### config.mk
export PLATFORM = sky130hd
export DESIGN_NAME = apd_deglitch_top
export DESIGN_NICKNAME = d
export VERILOG_FILES = /design/src/rtl/apd_pkg.sv /design/src/rtl/apd_sel_reg.sv /design/src/rtl/apd_rise_qual.sv /design/src/rtl/apd_fall_filter.sv /design/src/rtl/apd_deglitch_top.sv
export SDC_FILE = /design/constraint.sdc
export NUM_CORES = 1
export LEC_CHECK = 0
export ABC_AREA = 0
export ABC_CLOCK_PERIOD_IN_PS = 1360
export BUFFER_PORTS_ARGS = -buffer_cell sky130_fd_sc_hd__buf_4
export CORE_ASPECT_RATIO = 1.1
export CORE_MARGIN = 2
export CORE_UTILIZATION = 50
export DETAILED_ROUTE_END_ITERATION = 12
export PLACE_DENSITY_LB_ADDON = 0.25
export SYNTH_ARGS = -nofsm -noshare
export SYNTH_HDL_FRONTEND = slang
export SYNTH_SLANG_ARGS = --single-unit
### constraint.sdc
create_clock -name clk -period 1.36 [get_ports clk]
set_clock_uncertainty 0.15 [all_clocks]
set_input_delay 0.068 -clock clk [delete_from_list [all_inputs] [get_ports clk]]
set_output_delay 0.068 -clock clk [all_outputs]
set_load 0.01 [all_outputs]
### src/rtl/apd_pkg.sv
// Package: shared types and helpers for the adapter presence deglitch controller.
// Assumes: used only by the apd_* modules of this block.
package apd_pkg;

    // State of the rising-edge qualifier
    typedef enum logic {
        QS_IDLE  = 1'b0,
        QS_COUNT = 1'b1
    } qual_state_e;

    // Selects the window length in ticks from the select bit and history flags.
    function automatic int unsigned pick_window(
        input logic        sel_long,
        input logic        host_wrote,
        input logic        first_done,
        input int unsigned short_ms,
        input int unsigned long_ms
    );
        if (!first_done && !host_wrote) begin
            return short_ms;
        end
        return sel_long ? long_ms : short_ms;
    endfunction

endpackage

### src/rtl/apd_sel_reg.sv
// Module: apd_sel_reg
// Holds the host deglitch select bit (reset value is long) and a sticky flag that
// records any host write since reset.
// Assumes: wr_en is a single-cycle strobe already decoded from the host bus.
module apd_sel_reg #(
    parameter logic SEL_RESET = 1'b1
) (
    input  logic clk,
    input  logic rst_n,
    input  logic wr_en,
    input  logic wr_sel,
    output logic sel_q,
    output logic host_wr_q
);

    // Select bit storage, loaded by a host write
    always_ff @(posedge clk) begin
        if (!rst_n) begin
            sel_q <= SEL_RESET;
        end else if (wr_en) begin
            sel_q <= wr_sel;
        end
    end

    // Sticky record that the host has written the select bit
    always_ff @(posedge clk) begin
        if (!rst_n) begin
            host_wr_q <= 1'b0;
        end else if (wr_en) begin
            host_wr_q <= 1'b1;
        end
    end

endmodule

### src/rtl/apd_rise_qual.sv
// Module: apd_rise_qual
// Qualifies a rising detect level. The level must stay high for a latched number of
// millisecond ticks before rise_fire pulses. The window is fixed when counting
// starts, and a low sample aborts and restarts the count.
// Assumes: raw_det is synchronous. ms_tick is a single-cycle pulse. The parent
// raises present in the cycle after rise_fire.
module apd_rise_qual
    import apd_pkg::*;
#(
    parameter int unsigned SHORT_MS = 150,
    parameter int unsigned LONG_MS  = 1300,
    parameter int unsigned CNT_W    = 11
) (
    input  logic clk,
    input  logic rst_n,
    input  logic raw_det,
    input  logic ms_tick,
    input  logic present_q,
    input  logic sel_long,
    input  logic host_wrote,
    output logic rise_fire,
    output logic first_done_q
);

    qual_state_e       state_q;
    logic [CNT_W-1:0]  cnt_q;
    logic [CNT_W-1:0]  win_q;
    logic [CNT_W-1:0]  win_now;
    logic              start_qual;
    logic              last_tick;

    // Window length that a qualification starting now would use
    always_comb begin
        win_now = CNT_W'(pick_window(sel_long, host_wrote, first_done_q, SHORT_MS, LONG_MS));
    end

    // Start and completion conditions
    always_comb begin
        start_qual = (state_q == QS_IDLE) && raw_det && !present_q;
        last_tick  = (state_q == QS_COUNT) && raw_det && ms_tick &&
                     (cnt_q == win_q - CNT_W'(1));
        rise_fire  = last_tick && !present_q;
    end

    // Qualifier state, tick counter and latched window
    always_ff @(posedge clk) begin
        if (!rst_n) begin
            state_q <= QS_IDLE;
            cnt_q   <= '0;
            win_q   <= CNT_W'(SHORT_MS);
        end else begin
            case (state_q)
                QS_IDLE: begin
                    cnt_q <= '0;
                    if (start_qual) begin
                        state_q <= QS_COUNT;
                        win_q   <= win_now;
                    end
                end
                QS_COUNT: begin
                    if (!raw_det || present_q) begin
                        state_q <= QS_IDLE;
                        cnt_q   <= '0;
                    end else if (ms_tick) begin
                        if (last_tick) begin
                            state_q <= QS_IDLE;
                            cnt_q   <= '0;
                        end else begin
                            cnt_q <= cnt_q + CNT_W'(1);
                        end
                    end
                end
                default: begin
                    state_q <= QS_IDLE;
                    cnt_q   <= '0;
                end
            endcase
        end
    end

    // Sticky record that an insertion has qualified since reset
    always_ff @(posedge clk) begin
        if (!rst_n) begin
            first_done_q <= 1'b0;
        end else if (rise_fire) begin
            first_done_q <= 1'b1;
        end
    end

endmodule

### src/rtl/apd_fall_filter.sv
// Module: apd_fall_filter
// Removal filter. It pulses fall_fire at the sample that completes FALL_SAMPLES
// consecutive low detect samples while present is set.
// Assumes: FALL_SAMPLES >= 1 and the parent clears present in the cycle after fall_fire.
module apd_fall_filter #(
    parameter int unsigned FALL_SAMPLES = 2
) (
    input  logic clk,
    input  logic rst_n,
    input  logic raw_det,
    input  logic present_q,
    output logic fall_fire
);

    localparam int unsigned LW = (FALL_SAMPLES > 1) ? $clog2(FALL_SAMPLES) : 1;

    logic [LW-1:0] low_q;

    // Fire on the final low sample of the run
    always_comb begin
        fall_fire = present_q && !raw_det && (low_q == LW'(FALL_SAMPLES - 1));
    end

    // Count consecutive low samples while present is set
    always_ff @(posedge clk) begin
        if (!rst_n) begin
            low_q <= '0;
        end else if (!present_q || raw_det || fall_fire) begin
            low_q <= '0;
        end else begin
            low_q <= low_q + LW'(1);
        end
    end

endmodule

### src/rtl/apd_deglitch_top.sv
// Module: apd_deglitch_top
// Adapter presence deglitch controller. It combines the select register, the
// rising-edge qualifier and the removal filter into a qualified present flag and
// its status copy.
// Assumes: all inputs are synchronous to clk and the reset is synchronous, active low.
module apd_deglitch_top #(
    parameter int unsigned SHORT_MS     = 150,
    parameter int unsigned LONG_MS      = 1300,
    parameter int unsigned FALL_SAMPLES = 2
) (
    input  logic clk,
    input  logic rst_n,
    input  logic raw_det,
    input  logic ms_tick,
    input  logic wr_en,
    input  logic wr_sel,
    output logic present,
    output logic stat_present,
    output logic sel_rd
);

    localparam int unsigned MAX_MS = (LONG_MS > SHORT_MS) ? LONG_MS : SHORT_MS;
    localparam int unsigned CNT_W  = $clog2(MAX_MS + 1);

    logic sel_q;
    logic host_wr_q;
    logic first_done_q;
    logic rise_fire;
    logic fall_fire;
    logic present_q;

    apd_sel_reg #(
        .SEL_RESET (1'b1)
    ) u_sel (
        .clk       (clk),
        .rst_n     (rst_n),
        .wr_en     (wr_en),
        .wr_sel    (wr_sel),
        .sel_q     (sel_q),
        .host_wr_q (host_wr_q)
    );

    apd_rise_qual #(
        .SHORT_MS (SHORT_MS),
        .LONG_MS  (LONG_MS),
        .CNT_W    (CNT_W)
    ) u_rise (
        .clk          (clk),
        .rst_n        (rst_n),
        .raw_det      (raw_det),
        .ms_tick      (ms_tick),
        .present_q    (present_q),
        .sel_long     (sel_q),
        .host_wrote   (host_wr_q),
        .rise_fire    (rise_fire),
        .first_done_q (first_done_q)
    );

    apd_fall_filter #(
        .FALL_SAMPLES (FALL_SAMPLES)
    ) u_fall (
        .clk       (clk),
        .rst_n     (rst_n),
        .raw_det   (raw_det),
        .present_q (present_q),
        .fall_fire (fall_fire)
    );

    // Qualified present flag, set by the qualifier and cleared by the removal filter
    always_ff @(posedge clk) begin
        if (!rst_n) begin
            present_q <= 1'b0;
        end else if (rise_fire) begin
            present_q <= 1'b1;
        end else if (fall_fire) begin
            present_q <= 1'b0;
        end
    end

    // Output mapping
    assign present      = present_q;
    assign stat_present = present_q;
    assign sel_rd       = sel_q;

endmodule

==> results of run 1 <==
==> through the flow <==
| stage | power [W] | setup TNS, ns | hold slack [ns] | cell area [um^2] |
|---|---|---|---|---|
| global placement | 0.000647 | -1.30 | 0.132 | 1120 |
| detailed placement | 0.000649 | -1.38 | 0.138 | 1120 |
| CTS | 0.000946 | -0.979 | 0.00187 | 1270 |
| finish | 0.000942 | -1.80 | 0.0158 | 1340 |
| global route | 0.000983 | -2.62 | 0.0146 | 1340 |
| floorplan | 0.000613 | -0.129 | -0.00630 | 925 |
==> cells by family after synthesis <==
kind of cell / after synthesis
fa+ha+maj: 1
compound gates: 15
flops: 19
mux: 1
simple gates: 47
buf+inv: 3
xor+xnor: 8
==> area by class of cell <==
class                   instances  share of cell area [%]
multi-input cells              72                    43.6
flip-flops and latches         19                    29.5
repair buffers                 37                    23.2
clock buffers                   4                    1.96
well taps                      18                    1.68
==> power groups by stage <==
stage,clock network [W],logic [W],registers (W)
floorplan,0,0.0000289,0.000584
global placement,0,0.0000624,0.000584
detailed placement,0,0.0000645,0.000584
CTS,0.000291,0.0000831,0.000572
global route,0.000312,0.000100,0.000571
finish,0.000279,0.0000928,0.000569
==> worst max-delay path, stage by stage, from the launching register on <==
cell and delay, ns:
dfxtp_2 0.35, and4bb_1 0.28, nand4_1 0.22, o21ai_4 0.25, buf_12 0.15, nor2_1 0.04
==> worst paths after layout <==
check,from,endpoint,depth (start not counted)
setup reg to reg,u_rise.cnt_q[3],u_rise.cnt_q[2],5
hold reg to reg,u_fall.low_q,u_fall.low_q,1
hold / removal,raw_det,u_rise.state_q,4
setup / recovery,u_rise.cnt_q[3],u_rise.cnt_q[2],5
==> layer usage <==
layer,vias to the layer above,routed length (um),GRT usage [%]
li1,422,-,-
met2,21,1280,39.6
met4,0,43,9.60
met3,6,77,2.24
met5,-,0,0
met1,412,943,26.5
==> synth_stat cells (3+ instances only) <==
cell type  instances  area [um^2]
dfxtp_1           19          380
nor2_1             8         30.0
xnor2_1            8         70.1
nand2_1            5         18.8
nand3_1            4         20.0
nor3_1             4         20.0
o21ai_0            4         20.0
nor2_2             3         18.8
or3_1              3         18.8
==> sequential cells by signal (all words and copies together) (netlist names) <==
register / flops
u_sel.sel_q: 1
u_rise.first_done_q: 1
u_sel.host_wr_q: 1
u_rise.win_q: 2
present: 1
u_rise.state_q: 1
u_fall.low_q: 1
u_rise.cnt_q: 11
==> repair_timing <==
action,in CTS,in global routing
gates cloned,0,1
setup endpoints to repair,13,14
hold endpoints to repair,11,0
hold buffers,6,0
setup buffers,4,1
pin swaps,10,5
resized for setup,6,13
==> qor.txt, run 1 <==
failing checks: setup timing
Final Util: 76.9%
final net count: 140
io pins: 9
register share of total power: 60.5%
Worst Tran Pin Value: 0.317 ns
f_max: 0.651 GHz
DIE HEIGHT: 48.8 um
clk buf depth: 2
area grow syn2layout: 47.0%
DR iter-0 viols: 9
first-pass GRT wire length: 3650 um
gr usage total: 22.5%
adder-cell area share of the yosys netlist: 1.37%
initial antenna violation count: 0
outcome: complete, but fails checks
RSZ-0062 raised after global routing: yes
Final Max Slew Viols: 0
most frequent cells in the layout: buf_4, dfxtp_1, xnor2_1
First-pass DRT Iterations: 4
post-DP HPWL: 1480 um
CORE AREA: 1740 um^2
Worst-Skew Late Latency: 0.29 ns
die area: 2180 um^2
CP Capture Type: register
synth unique cells: 34
Reg area: 395 um^2
clock network power share: 29.7%
CTS Root Cell: clkbuf_4
Slew headroom: 78.9%
combinational power share: 9.9%
mux contribution to synthesized area: 1.10%
Simple-Gate Fraction of Synth Area: 33.9%
Post-Synth XOR/XNOR Area: 7.69%
final std cells w/o fill: 150
fin crit period: 1.54 ns
port buffer count: 8
Worst-path clk slew: 0.10 ns
setup violators final: 13
Post-Synthesis Mean Instance Area: 9.69 um^2
detailed-route DRC error count: 0
Filler cells: 113
gr ovfl total: 0
layout cell share with drive strength beyond 1: 46.2%
largest net degree at the start of global routing: 12
Sw Pwr: 0.000211 W
via count: 861
sequential share of the synthesized area: 41.8%
worst hold path class: input pin to register
Startpoint Class: register
Post-Syn Nets: 101
Yosys reg bits: 19
pre-CTS setup slack: -0.171 ns
H-tree depth: 1
critical path type: register to register
Final Cycle Share: 113%
Post-DRT Antenna Nets: 0
drt via density: 5.74
TritonCTS Buffers: 3
total clock sinks: 19
Max VDD drop: 0.000671 V
Leakage: 0.494 nW
CTS tree: done
compound-cell area share of the yosys netlist: 12.1%
ANT cells: 0
ys async rst share: 0%
Initial Util: 52.3%
Int Power: 0.000731 W
Syn Inst Count: 94
commonest non-fill, non-tap cell in the layout: buf_4
mapped cell area: 911 um^2
Max Cap Viol: 0
vias in the first global route: 839
Multi-input gate area: 584 um^2
Post-synth EDFFs: 0
row count: 16
chip width: 44.7 um
mean routed wirelength per cell: 15.6 um
Ys Warns: 0
Worst Path Required: 1.40 ns
main combinational cell family by area after synthesis: simple AND/OR/NAND/NOR gates
PwrDens: 703 nW/um^2
gpl congestion: 0.770
final wirelength: 2340 um
final hold vios: 0
placed cell count: 134
Top FF cell, synth: dfxtp_1
final worst slack: -0.175 ns
FF-to-FF setup slack: -0.18 ns
critical path arrival: 1.58 ns
Sw Ratio: 22.4%
crit-path max FO: 6
Note: power is estimated with default switching activity, not from simulation.
==> run 2, diff against run 1 <==
--- a/config.mk
+++ b/config.mk
@@ -5,12 +5,12 @@
 export SDC_FILE = /design/constraint.sdc
 export NUM_CORES = 1
 export LEC_CHECK = 0
-export ABC_AREA = 0
+export ABC_AREA = 1
 export ABC_CLOCK_PERIOD_IN_PS = 1360
 export BUFFER_PORTS_ARGS = -buffer_cell sky130_fd_sc_hd__buf_4
 export CORE_ASPECT_RATIO = 1.1
 export CORE_MARGIN = 2
-export CORE_UTILIZATION = 50
+export CORE_UTILIZATION = 51
 export DETAILED_ROUTE_END_ITERATION = 12
 export PLACE_DENSITY_LB_ADDON = 0.25
 export SYNTH_ARGS = -nofsm -noshare
==> run 2 against run 1 <==
Effect of this change:
- the flow still finishes with violations (setup timing)
- global-route usage is 2.2 points higher
- largest cell class unchanged
- design area is 7.6% higher
- worst hold slack better by 0.014 ns
- synthesized area is 8.1% higher
- maximum frequency is 4.3% higher
- die area is 5.5% higher
- core utilization is 3.1 points higher
- total power is 4.4% higher
- critical path depth is 2 higher
==> qor.txt, run 2 <==
TritonCTS Buffers: 3 (unchanged)
clk buf depth: 2 (unchanged)
port buffer count: 8 (unchanged)
CP Capture Type: register
CTS tree: done
Ys Warns: 0 (unchanged)
first-pass GRT wire length: 4150 um (+14%)
DIE HEIGHT: 50.1 um (+2.7%)
setup TNS: -1.19 ns (+0.614 ns)
Filler cells: 115 (+1.8%)
H-tree depth: 1 (unchanged)
detailed-route DRC error count: 0 (unchanged)
commonest non-fill, non-tap cell in the layout: nand2_1
vias in the first global route: 995 (+19%)
die area: 2300 um^2 (+5.5%)
final worst slack: -0.112 ns (+0.0635 ns)
Top FF cell, synth: dfxtp_1
worst hold path class: input pin to register
outcome: complete, but fails checks
failing checks: setup timing
RSZ-0062 raised after global routing: yes
Syn Inst Count: 140 (+49%)
critical path type: register to register
Max Cap Viol: 0 (unchanged)
ANT cells: 0 (unchanged)
f_max: 0.679 GHz (+4.3%)
sequential share of the synthesized area: 38.6% (-3.1 points)
Worst Path Required: 1.42 ns (+0.02 ns)
most frequent cells in the layout: nand2_1, buf_4, inv_1
chip width: 45.9 um (+2.7%)
Worst-Skew Late Latency: 0.31 ns (+0.02 ns)
FF-to-FF setup slack: -0.11 ns (+0.06 ns)
Worst Tran Pin Value: 0.345 ns (+0.0281 ns)
Final Util: 79.9% (+3.1 points)
layout cell share with drive strength beyond 1: 39.1% (-7.1 points)
mapped cell area: 985 um^2 (+8.1%)
Yosys reg bits: 19 (unchanged)
share of the synthesized area in the top cell type: 38.6% (-3.1 points)
initial antenna violation count: 0 (unchanged)
number of flip-flops in the largest register: 11 (unchanged)
gpl congestion: 0.865 (+12%)
ys async rst share: 0% (unchanged)
setup violators final: 13 (unchanged)
Slew headroom: 77.0% (-1.9 points)
final wirelength: 2650 um (+13%)
fin crit period: 1.47 ns (-0.0635 ns)
final net count: 187 (+34%)
Post-Syn Nets: 147 (+46%)
most common cell in the netlist: nand2_1
Initial Util: 54.7% (+2.4 points)
First-pass DRT Iterations: 4 (unchanged)
Leakage: 0.568 nW (+15%)
mean routed wirelength per cell: 13.5 um (-14%)
Final Cycle Share: 108% (-4.7 points)
critical path arrival: 1.53 ns (-0.05 ns)
CORE AREA: 1800 um^2 (+3.4%)
final hold vios: 0 (unchanged)
Final Max Slew Viols: 0 (unchanged)
top flop regs: u_rise.cnt_q x11, u_rise.win_q x2
io pins: 9 (unchanged)
row count: 16 (unchanged)
area grow syn2layout: 46.3%
Worst-path clk slew: 0.11 ns (about the same)
largest net degree at the start of global routing: 11 (-1)
post-DP HPWL: 1760 um (+19%)
Post-Synthesis Mean Instance Area: 7.03 um^2 (-27%)
gr ovfl total: 0 (unchanged)
drt via density: 5.35 (-6.9%)
Post-DRT Antenna Nets: 0 (unchanged)
synth cell count leaders: nand2_1, dfxtp_1, inv_1, nor2_1, a21oi_1
PwrDens: 683 nW/um^2 (-2.9%)
synth unique cells: 22 (-35%)
DR iter-0 viols: 35 (+26)
largest reg by FF count: u_rise.cnt_q
area leader, netlist: dfxtp_1
Post-synth EDFFs: 0 (unchanged)
CTS Root Cell: clkbuf_4
total clock sinks: 19 (unchanged)
Startpoint Class: register
Synth area leaders: dfxtp_1, nand2_1, inv_1
via count: 1,053 (+22%)
gr usage total: 24.7% (+2.2 points)
Max VDD drop: 0.000670 V (-0.13%)
crit-path max FO: 6 (unchanged)
-- run 2: cell types whose count changed after synthesis, moves of 4 or more --
cell     change
nor2_1      +11
a21oi_1      +9
nand2_1     +25
inv_1       +19
nand3_1      +5
o21ai_0      +4
xnor2_1      -8
-- run 2: metrics by stage --
step | std cells | total power, W | setup slack (ns) | instance area, um^2 | hold slack, ns
floorplan | 140 | 0.000632 | 0.0109 | 990 | -0.00349
global placement | 182 | 0.000670 | -0.0473 | 1190 | 0.123
detailed placement | 182 | 0.000672 | -0.0925 | 1190 | 0.128
CTS | 195 | 0.000983 | -0.0418 | 1360 | 0.0278
global route | 197 | 0.00102 | -0.216 | 1440 | 0.0508
finish | 197 | 0.000983 | -0.112 | 1440 | 0.0300
-- run 2: path summary, 6_finish.rpt --
check,from,endpoint,depth (start not counted)
max,u_rise.cnt_q[0],u_rise.cnt_q[6],7
min,raw_det,u_rise.cnt_q[3],5
min reg2reg,u_fall.low_q,u_fall.low_q,1
max reg2reg,u_rise.cnt_q[0],u_rise.cnt_q[6],7
-- run 2: logic make-up after synthesis --
family | after synthesis | synth area share [%]
flip-flops | 19 | 38.6
buffers and inverters | 21 | 8.39
AO/OA/AOI/OAI | 20 | 10.4
adder cells (fa/ha/maj) | 1 | 1.27
XOR/XNOR | 2 | 1.78
AND/OR/NAND/NOR | 77 | 39.5
-- run 2: worst max-delay path: stages, from the launching register on --
cell	delay, ns
dfxtp_4	0.40
inv_2	0.04
nor2_1	0.11
nand4_1	0.15
nor2_2	0.20
nand2_2	0.13
nand3_4	0.13
nor3_2	0.05
-- run 2: cell type report --
| class | count | area, um^2 | share of cell area [%] |
|---|---|---|---|
| Timing Repair Buffer | 36 | 293 | 20.3 |
| Multi-Input combinational cell | 100 | 632 | 43.9 |
| Inverter | 20 | 75.1 | 5.21 |
| Clock buffer | 4 | 26.3 | 1.82 |
| Tap cell | 18 | 22.5 | 1.56 |
| Sequential cell | 19 | 392 | 27.2 |
-- run 2: layer usage --
layer  wire, um  global-route usage, %  up-vias
met1       1040                   30.2      494
met4         85                   11.4        0
met5          0                      0        -
li1           -                      -      520
met2       1390                   39.1       30
met3        133                   6.59        9
-- run 2: where the power goes --
part	internal [W]	total, W	leakage, nW	switching, W
clock network	0.000115	0.000303	0.0150	0.000189
logic	0.0000494	0.000105	0.396	0.0000559
registers	0.000565	0.000574	0.157	0.00000944
-- run 2: what timing repair did --
| item | CTS | global route |
|---|---|---|
| setup buffers | 3 | 2 |
| hold buffers | 6 | 0 |
| setup endpoints to repair | 13 | 14 |
| hold endpoints to repair | 16 | 0 |
| pin swaps | 5 | 17 |
| resized for setup | 16 | 20 |
